## src/rtl/secwin_pkg.sv

```systemverilog
`timescale 1ns/1ps
// Shared types and constants for the dual-window register bank.
// Assumes word offsets are taken from address bits [11:2].
package secwin_pkg;

    // Which mask family a decoded access targets
    typedef enum logic [1:0] {
        KIND_NS  = 2'd0,
        KIND_SP  = 2'd1,
        KIND_NSP = 2'd2
    } mask_kind_e;

    // Which controller group a decoded access targets
    typedef enum logic [1:0] {
        GRP_AHBX = 2'd0,
        GRP_APBI = 2'd1,
        GRP_APBX = 2'd2,
        GRP_NONE = 2'd3
    } grp_e;

    typedef struct packed {
        logic       hit;
        mask_kind_e kind;
        grp_e       grp;
        logic [1:0] idx;
    } mask_sel_t;

    typedef struct packed {
        logic       resp;
        logic       call;
        logic       brgen;
        logic       id;
        logic [3:0] id_n;
        mask_sel_t  m;
    } dec_t;

    // Word offsets (byte offset >> 2)
    localparam logic [9:0] WOFS_RESP  = 10'h004;
    localparam logic [9:0] WOFS_CALL  = 10'h005;
    localparam logic [9:0] WOFS_BRGEN = 10'h012;

    localparam int unsigned SZ_WORD = 2;

    // Identification byte n (0..11) for the selected window
    function automatic logic [7:0] id_byte(input logic [3:0] n, input logic ns);
        logic [7:0] b;
        case (n)
            4'd0:    b = 8'h04;
            4'd4:    b = ns ? 8'h53 : 8'h52;
            4'd5:    b = 8'hB8;
            4'd6:    b = 8'h0B;
            4'd8:    b = 8'h0D;
            4'd9:    b = 8'hF0;
            4'd10:   b = 8'h05;
            4'd11:   b = 8'hB1;
            default: b = 8'h00;
        endcase
        return b;
    endfunction

endpackage

```

## src/rtl/secwin_decode.sv

```systemverilog
`timescale 1ns/1ps
// Address decoder: maps a window select and word address onto one target.
// Assumes group counts are at most 4 (index comes from two address bits).
module secwin_decode
    import secwin_pkg::*;
#(
    parameter int NUM_AHBX = 4,
    parameter int NUM_APBI = 2,
    parameter int NUM_APBX = 4
) (
    input  logic       win_ns,
    input  logic [9:0] waddr,
    output dec_t       dec
);

    logic [3:0] nib;
    logic       low_page;

    assign nib      = waddr[5:2];
    assign low_page = (waddr[9:6] == 4'd0);

    // Classify the word address into exactly one register target
    always_comb begin
        dec        = '0;
        dec.m.grp  = GRP_NONE;
        dec.m.kind = KIND_NS;
        dec.m.idx  = waddr[1:0];
        if (!win_ns) begin
            dec.resp  = (waddr == WOFS_RESP);
            dec.call  = (waddr == WOFS_CALL);
            dec.brgen = (waddr == WOFS_BRGEN);
        end
        if (waddr[9:4] == 6'h3F && waddr[3:2] != 2'b00) begin
            dec.id   = 1'b1;
            dec.id_n = waddr[3:0] - 4'd4;
        end
        if (low_page) begin
            case (nib)
                4'h6: if (!win_ns) begin dec.m.grp = GRP_AHBX; dec.m.kind = KIND_NS; end
                4'h7: if (!win_ns) begin dec.m.grp = GRP_APBI; dec.m.kind = KIND_NS; end
                4'h8: if (!win_ns) begin dec.m.grp = GRP_APBX; dec.m.kind = KIND_NS; end
                4'hA: begin dec.m.grp = GRP_AHBX; dec.m.kind = win_ns ? KIND_NSP : KIND_SP; end
                4'hB: begin dec.m.grp = GRP_APBI; dec.m.kind = win_ns ? KIND_NSP : KIND_SP; end
                4'hC: begin dec.m.grp = GRP_APBX; dec.m.kind = win_ns ? KIND_NSP : KIND_SP; end
                default: dec.m.grp = GRP_NONE;
            endcase
        end
        case (dec.m.grp)
            GRP_AHBX: dec.m.hit = int'(waddr[1:0]) < NUM_AHBX;
            GRP_APBI: dec.m.hit = int'(waddr[1:0]) < NUM_APBI;
            GRP_APBX: dec.m.hit = int'(waddr[1:0]) < NUM_APBX;
            default:  dec.m.hit = 1'b0;
        endcase
    end

endmodule

```

## src/rtl/secwin_mask_bank.sv

```systemverilog
`timescale 1ns/1ps
// One group of per-controller masks of a single kind, with indexed readback.
// Assumes COUNT <= 4 and that the write enable is already qualified.
module secwin_mask_bank #(
    parameter int COUNT = 4,
    parameter int W     = 16
) (
    input  logic               clk,
    input  logic               rst_n,
    input  logic               we,
    input  logic [1:0]         idx,
    input  logic [W-1:0]       wdata,
    output logic [COUNT*W-1:0] q,
    output logic [W-1:0]       rd_q
);

    for (genvar i = 0; i < COUNT; i++) begin : g_ent
        // Store the mask of controller i
        always_ff @(posedge clk) begin
            if (!rst_n)                    q[i*W +: W] <= '0;
            else if (we && idx == 2'(i))   q[i*W +: W] <= wdata;
        end
    end

    // Select the addressed controller for readback
    always_comb begin
        rd_q = '0;
        for (int i = 0; i < COUNT; i++)
            if (idx == 2'(i)) rd_q = q[i*W +: W];
    end

endmodule

```

## src/rtl/secwin_lane.sv

```systemverilog
`timescale 1ns/1ps
// Extracts the byte lane(s) of a word for sub-word reads.
// Assumes size code 0 = byte, 1 = halfword, other = full word.
module secwin_lane (
    input  logic [31:0] word,
    input  logic [1:0]  off,
    input  logic [1:0]  size,
    output logic [31:0] lane
);

    logic [31:0] shifted;

    // Shift the addressed lane down and zero-extend it
    always_comb begin
        shifted = word >> {off, 3'b000};
        case (size)
            2'd0:    lane = {24'd0, shifted[7:0]};
            2'd1:    lane = {16'd0, shifted[15:0]};
            default: lane = word;
        endcase
    end

endmodule

```

## src/rtl/secwin_regbank.sv

```systemverilog
`timescale 1ns/1ps
// Dual-window security configuration register bank (top).
// Secure window: global settings, bridge enable, non-secure and
// secure-privilege masks. Non-secure window: non-secure-privilege masks.
// Assumes MASK_W <= 32 and group counts <= 4.
module secwin_regbank
    import secwin_pkg::*;
#(
    parameter int MASK_W   = 16,
    parameter int NUM_AHBX = 4,
    parameter int NUM_APBI = 2,
    parameter int NUM_APBX = 4
) (
    input  logic                       clk,
    input  logic                       rst_n,
    input  logic                       win_ns,
    input  logic [11:0]                addr,
    input  logic [31:0]                wdata,
    input  logic [1:0]                 size,
    input  logic                       wr_en,
    input  logic                       rd_en,
    output logic [31:0]                rdata,
    output logic                       resp_cfg,
    output logic [1:0]                 nsc_cfg,
    output logic [15:0]                brg_int_en,
    output logic [NUM_AHBX*MASK_W-1:0] ahbx_nonsec,
    output logic [NUM_APBI*MASK_W-1:0] apbi_nonsec,
    output logic [NUM_APBX*MASK_W-1:0] apbx_nonsec,
    output logic [NUM_AHBX*MASK_W-1:0] ahbx_secpriv,
    output logic [NUM_APBI*MASK_W-1:0] apbi_secpriv,
    output logic [NUM_APBX*MASK_W-1:0] apbx_secpriv,
    output logic [NUM_AHBX*MASK_W-1:0] ahbx_nspriv,
    output logic [NUM_APBI*MASK_W-1:0] apbi_nspriv,
    output logic [NUM_APBX*MASK_W-1:0] apbx_nspriv
);

    localparam int NKIND = 3;

    dec_t        dec;
    logic        wr_ok;
    logic        resp_q;
    logic [1:0]  call_q;
    logic [15:0] brg_q;
    logic [31:0] rd_word;
    logic [31:0] rd_lane;
    logic [31:0] rdata_q;

    logic [NUM_AHBX*MASK_W-1:0] ahbx_q  [NKIND];
    logic [NUM_APBI*MASK_W-1:0] apbi_q  [NKIND];
    logic [NUM_APBX*MASK_W-1:0] apbx_q  [NKIND];
    logic [MASK_W-1:0]          ahbx_rd [NKIND];
    logic [MASK_W-1:0]          apbi_rd [NKIND];
    logic [MASK_W-1:0]          apbx_rd [NKIND];

    secwin_decode #(
        .NUM_AHBX(NUM_AHBX), .NUM_APBI(NUM_APBI), .NUM_APBX(NUM_APBX)
    ) u_dec (
        .win_ns (win_ns),
        .waddr  (addr[11:2]),
        .dec    (dec)
    );

    assign wr_ok = wr_en && (size == 2'(SZ_WORD)) && (addr[1:0] == 2'b00);

    for (genvar k = 0; k < NKIND; k++) begin : g_kind
        logic we_k;
        assign we_k = wr_ok && dec.m.hit && (dec.m.kind == mask_kind_e'(k));

        secwin_mask_bank #(.COUNT(NUM_AHBX), .W(MASK_W)) u_ahbx (
            .clk(clk), .rst_n(rst_n), .we(we_k && dec.m.grp == GRP_AHBX),
            .idx(dec.m.idx), .wdata(wdata[MASK_W-1:0]),
            .q(ahbx_q[k]), .rd_q(ahbx_rd[k]));

        secwin_mask_bank #(.COUNT(NUM_APBI), .W(MASK_W)) u_apbi (
            .clk(clk), .rst_n(rst_n), .we(we_k && dec.m.grp == GRP_APBI),
            .idx(dec.m.idx), .wdata(wdata[MASK_W-1:0]),
            .q(apbi_q[k]), .rd_q(apbi_rd[k]));

        secwin_mask_bank #(.COUNT(NUM_APBX), .W(MASK_W)) u_apbx (
            .clk(clk), .rst_n(rst_n), .we(we_k && dec.m.grp == GRP_APBX),
            .idx(dec.m.idx), .wdata(wdata[MASK_W-1:0]),
            .q(apbx_q[k]), .rd_q(apbx_rd[k]));
    end

    // Global secure settings and bridge enable field
    always_ff @(posedge clk) begin
        if (!rst_n) begin
            resp_q <= 1'b0;
            call_q <= 2'd0;
            brg_q  <= 16'd0;
        end else if (wr_ok) begin
            if (dec.resp)  resp_q <= wdata[0];
            if (dec.call)  call_q <= wdata[1:0];
            if (dec.brgen) brg_q  <= wdata[31:16];
        end
    end

    // Assemble the full word for the addressed register
    always_comb begin
        rd_word = '0;
        if (dec.m.hit) begin
            for (int k = 0; k < NKIND; k++) begin
                if (dec.m.kind == mask_kind_e'(k)) begin
                    case (dec.m.grp)
                        GRP_AHBX: rd_word = 32'(ahbx_rd[k]);
                        GRP_APBI: rd_word = 32'(apbi_rd[k]);
                        GRP_APBX: rd_word = 32'(apbx_rd[k]);
                        default:  rd_word = '0;
                    endcase
                end
            end
        end else if (dec.resp) begin
            rd_word = {31'd0, resp_q};
        end else if (dec.call) begin
            rd_word = {30'd0, call_q};
        end else if (dec.brgen) begin
            rd_word = {brg_q, 16'd0};
        end else if (dec.id) begin
            rd_word = {24'd0, id_byte(dec.id_n, win_ns)};
        end
    end

    secwin_lane u_lane (
        .word (rd_word),
        .off  (addr[1:0]),
        .size (size),
        .lane (rd_lane)
    );

    // Register read data on each read strobe
    always_ff @(posedge clk) begin
        if (!rst_n)     rdata_q <= '0;
        else if (rd_en) rdata_q <= rd_lane;
    end

    assign rdata        = rdata_q;
    assign resp_cfg     = resp_q;
    assign nsc_cfg      = call_q;
    assign brg_int_en   = brg_q;
    assign ahbx_nonsec  = ahbx_q[KIND_NS];
    assign apbi_nonsec  = apbi_q[KIND_NS];
    assign apbx_nonsec  = apbx_q[KIND_NS];
    assign ahbx_secpriv = ahbx_q[KIND_SP];
    assign apbi_secpriv = apbi_q[KIND_SP];
    assign apbx_secpriv = apbx_q[KIND_SP];
    assign ahbx_nspriv  = ahbx_q[KIND_NSP];
    assign apbi_nspriv  = apbi_q[KIND_NSP];
    assign apbx_nspriv  = apbx_q[KIND_NSP];

endmodule

```

## config.mk

```make
export PLATFORM = sky130hd
export DESIGN_NAME = secwin_regbank
export DESIGN_NICKNAME = d
export VERILOG_FILES = /design/src/rtl/secwin_pkg.sv /design/src/rtl/secwin_decode.sv /design/src/rtl/secwin_mask_bank.sv /design/src/rtl/secwin_lane.sv /design/src/rtl/secwin_regbank.sv
export SDC_FILE = /design/constraint.sdc
export NUM_CORES = 1
export LEC_CHECK = 0
export ABC_AREA = 0
export BUFFER_PORTS_ARGS = -buffer_cell sky130_fd_sc_hd__buf_2
export CELL_PAD_IN_SITES_DETAIL_PLACEMENT = 0
export CELL_PAD_IN_SITES_GLOBAL_PLACEMENT = 1
export CORE_MARGIN = 4
export CORE_UTILIZATION = 45
export DETAILED_ROUTE_END_ITERATION = 16
export PLACE_DENSITY_LB_ADDON = 0.1
export SYNTH_ARGS = -nofsm -noshare
export SYNTH_HDL_FRONTEND = slang
export SYNTH_HIERARCHICAL = 1
export SYNTH_SLANG_ARGS = --single-unit
```

## constraint.sdc

```tcl
create_clock -name clk -period 6.21 [get_ports clk]
set_input_delay 0 -clock clk [delete_from_list [all_inputs] [get_ports clk]]
set_output_delay 0 -clock clk [all_outputs]
set_load 0.01 [all_outputs]
```

[Yosys cells after proc, flatten, opt, wreduce, memory -nomap -nowiden]
Index checks and enable logic that the tools add are counted.
Storage, ports and cells
  register bits: 531
  output and inout bits: 531
  logic and storage cells: 176
Operators by class
  add/sub/neg operators: 1
  magnitude comparators: 1
  equal/unequal tests: 26
  shift operators: 1
  muxes and demuxes: 54
  reductions and logical operators: 59
Operators by type and width (count)
  16-bit two-way mux: 31
  32-bit two-way mux: 6
  16-bit case mux with 3 select lines: 3
  32-bit case mux with 2 select lines: 1
  8-bit case mux with 8 select lines: 1
  1-bit logical AND: 46
  4-bit == test (second input constant): 8
  32-bit by 5-bit >> shifter with 16-bit output: 1
  10-bit by 3-bit == test with 1-bit output (second input constant): 2
  4-bit by 3-bit == test with 1-bit output (second input constant): 5
  2-bit case mux with 6 select lines: 1
  10-bit by 5-bit == test with 1-bit output (second input constant): 1
  2-bit == test (second input constant): 5
  2-bit logical NOT: 5
  2-bit by 1-bit == test with 1-bit output (second input constant): 4
  4-bit logical NOT: 2
  8-bit two-way mux: 1
  2-bit case mux with 4 select lines: 1
  6-bit == test (second input constant): 1
  2-bit two-way mux: 3
  2-bit AND reduction: 3
  5-bit two-way mux: 1
  4-bit two-way mux: 1
  4-bit by 3-bit subtractor with 4-bit output (second input constant): 1
  other kinds (7): 8

[Longest topological paths before layout]
  depth after elaboration: 12
  gate-level depth with buffers: 17
  depth with buffers taken out: 15

[Modules after synthesis]
The synthesis kept the hierarchy.
By module, submodules not included
  secwin_mask_bank at g_kind[0].u_ahbx ...: times used 6, cells an instance 248, area an instance 2755.1 um2
  secwin_mask_bank at g_kind[0].u_apbi ...: times used 3, cells an instance 159, area an instance 1505.2 um2
  secwin_regbank: times used 1, cells an instance 420, area an instance 3668.5 um2
  secwin_lane: times used 1, cells an instance 84, area an instance 615.6 um2
  secwin_decode: times used 1, cells an instance 44, area an instance 291.5 um2

[Worst setup path before layout]
No wires, ideal clock.
  kind: input -> register
  start: input port addr[4]
  end: register g_kind[0].u_ahbx.q[0]
  library setup time: 0.120 ns
  arrival: 2.549 ns
  data required time: 6.090 ns
  path slack: 3.541 ns
  stages on the path: 13
  path buffers: 3
  cells stage by stage: inv_1 ha_1 a22o_1 a221o_1 o21ai_0 buf_2 nand3_1 or3_1 nor3_1 or3b_1 buf_6 buf_12 mux2i_1
RTL lines
  start: declaration: RTL line secwin_regbank.sv:17  | input logic [11:0] addr,
  end signal: indexed assignment: RTL line secwin_mask_bank.sv:21  | else if (we && idx == 2'(i)) q[i*W +: W] <= wdata;
  end: declaration: RTL line secwin_mask_bank.sv:13  | output logic [COUNT*W-1:0] q,

==> results.md <==
* Synth warnings at 6
* Vias at 21200
* Hold WC Path Type: in2reg
* Initial Util at 45.4%
* Clock-pin slew on the worst setup and hold paths at 60 ps
* DRC Markers at 0
* Io pins at 582
* Syn Inst Count at 2513
* Startpoint Class: input port
* Tmin final at 3550 ps
* Number of setup buffers added after CTS at 0
* Clock Latency Late Sink at 640 ps
* Die area at 60800 um2
* Final setup viols at 0
* FF-to-FF path depth at 10
* CTS root buffer: clkbuf_16
* Max rail drop VDD at 0.194 mV
* Placeable core area at 56400 um2
* Drt first pass iters at 6
* Crit path kind: in2reg
* Die Wd at 247 um
* R2r endpoint: rdata[10]$_SDFFE_PN0P_
* Cts bufs inserted at 58
* Layout area overhead at 19.7%
* RSZ-0062 raised after global routing: no
* Pwr Density at 241 nW/um2
* Antenna viol nets, final at 0
* Top_reg_cell synth: dfxtp_1
* Reg-to-reg slack, setup at 3470 ps
* Sequential area share after synthesis at 41.5%
* Max cap viols at 0
* Max Clock Skew at 35.8 ps
* Slew Limit Headroom at 17.4%
* Final period util at 57.2%
* Worst endpoint required time at 6790 ps
* TNS Setup at 0 ps
* Worst Max-Slew Pin Slew at 1230 ps
* Synth unique cells at 65
* First-pass GRT wire length at 141000 um
* Mean Syn Cell Area at 10.2 um2
* Drt via density at 5.56
* Final wirelength at 99100 um
* Hold depth at 5
* R2r startpoint: g_kind[2].u_ahbx/q[58]$_SDFFE_PN0P_
* Async S/R FF share, synth at 0%
* Hold endpoint: nsc_cfg[1]$_SDFFE_PN0P_
* Dpl hpwl at 69900 um
* Post-synth net total at 2568
* FF+latch count, synth at 531
* Critical Path AT at 4130 ps
* Worst hold start: win_ns
* Leakage at 15.6 nW
* Clock sinks at 531
* Routability congestion estimate at 0.885
* Vert. Die Dim at 247 um
* Rows at 87
* Layout Nets at 3064
* Largest net degree at the start of global routing at 229
* Final hold violation count at 0
* Cell area after synthesis at 25600 um2
* Final Max Tran Viols at 0
* CTS tree: done
* Filler cells at 5222
* CP Capture Type: flip-flop
* Design Power at 7.38 mW
* Status: finished, final reports clean
* Total GRT Usage at 31.1%
* # diodes at 0
* Largest fanout on the critical path at 26
* Layout cells sized above 1 at 27.5%
* Fmax at 282 MHz
* Vias in the first global route at 20800
* Clk buf depth at 3
* Port Buffers at 581
* H-tree depth at 2
* Post-synth EDFFs at 0
* Initial drt markers at 1730
* Number of antenna violations at the first check in global routing at 2
* Drt wl/cell at 26.0 um
* Gr ovfl total at 0
cells in the final DEF, fill, tap and decap left out, types with 11 or more instances in the layout:
cell type / instances
buf_2: 578
clkbuf_8: 16
dfxtp_1: 531
nand2_1: 657
dlygate4sd3_1: 36
clkbuf_1: 11
mux2i_1: 637
clkbuf_16: 59
and2_1: 35
nor2_1: 80
buf_4: 24
o21ai_0: 13
mux4_2: 96
a21oi_1: 23
nor2b_1: 57
clkinv_2: 12
kinds of logic (layout without fill, tap and decap cells):
logic type	Yosys count	in the layout	synth area share [%]
adders and majority gates	4	4	0.195
and+or+nand+nor	904	904	15.6
xor gates and xnor gates	1	1	0.0342
DFF	531	531	41.5
buffers and inverters	216	759	5.72
AOI/OAI and AO/OA	124	124	3.66
muxes	733	733	33.3
cell usage after synthesis, drive strengths merged, types with 12 or more instances:
library cell / instances / area share (%)
a21oi: 23 / 0.45
and2: 35 / 0.85
buf: 128 / 4.4
clkbuf: 79 / 1.2
dfxtp: 531 / 41
mux2i: 637 / 25
mux4: 96 / 8.4
nand2: 658 / 9.6
nand3: 12 / 0.37
nor2: 82 / 1.2
nor2b: 59 / 1.5
o21ai: 13 / 0.25
what timing repair did:
item	4_1_cts	5_1_grt
setup endpoints to repair	0	0
gates resized for setup	0	0
hold buffers	36	0
endpoints found under the hold margin	327	0
power breakdown:
group | switching (mW) | total [mW] | leakage [nW] | internal, mW
combinational | 0.261 | 0.365 | 10.3 | 0.105
sequential | 0.000520 | 3.41 | 4.27 | 3.41
clock | 1.47 | 3.61 | 0.987 | 2.14
through the flow:
stage	hold slack (ps)	util (%)	instances	setup slack [ps]	cell area [um2]
3_3_place_gp	254	50.2	3669	2320	28300
5_1_grt	102	54.4	3812	2460	30700
6_report	62.1	54.4	3812	2660	30700
3_5_place_dp	261	50.2	3669	2200	28300
2_1_floorplan	128	-	2513	3540	25600
4_1_cts	24.5	54.4	3812	2830	30700
routing by layer:
| metal | global-route usage, % | routed length, um | up-vias |
|---|---|---|---|
| li1 | - | - | 9716 |
| met1 | 39.4 | 40100 | 10500 |
| met2 | 49.6 | 45600 | 790 |
| met3 | 8.15 | 8150 | 192 |
| met4 | 14.4 | 5170 | 0 |
| met5 | 0 | 0 | - |
flip-flops by register name, indices dropped and copies added (netlist names):
register and count:
g_kind.u_ahbx/q 192, resp_cfg 1, nsc_cfg 2, brg_int_en 16, g_kind.u_apbx/q 192, rdata 32, g_kind.u_apbi/q 96
worst max-delay path, stage by stage:
cell	delay, ps
buf_2	110
nor4_2	450
o21ai_0	170
a221o_2	560
o21ai_0	160
buf_4	200
nand3_1	100
or3b_1	500
nor3_2	350
and3b_2	670
mux2i_1	270
dlygate4sd3_1	570
how the worst max path moves through the flow:
stage | slack (ps) | cells after the start | start | endpoint
floorplan | 3540 | 13 | addr[4] | g_kind[0].u_ahbx/q[0]$_SDFFE_PN0P_
global placement | 2320 | 11 | addr[9] | g_kind[2].u_ahbx/q[10]$_SDFFE_PN0P_
detailed placement | 2200 | 11 | addr[9] | g_kind[0].u_ahbx/q[43]$_SDFFE_PN0P_
CTS | 2830 | 12 | addr[9] | g_kind[1].u_ahbx/q[29]$_SDFFE_PN0P_
global route | 2460 | 11 | addr[9] | g_kind[0].u_ahbx/q[43]$_SDFFE_PN0P_
finish | 2660 | 12 | addr[9] | g_kind[1].u_ahbx/q[29]$_SDFFE_PN0P_
area by class of cell:
type | count | area (um2) | share of cell area (%)
well taps | 756 | 946 | 3.08
flip-flops and latches | 531 | 10600 | 34.7
multi-input cells | 1766 | 13600 | 44.2
inverters | 9 | 33.8 | 0.110
repair buffers | 643 | 3520 | 11.5
clock buffers | 86 | 1740 | 5.67
clock inverters | 21 | 254 | 0.828
Power figures use the tool's default switching activity.
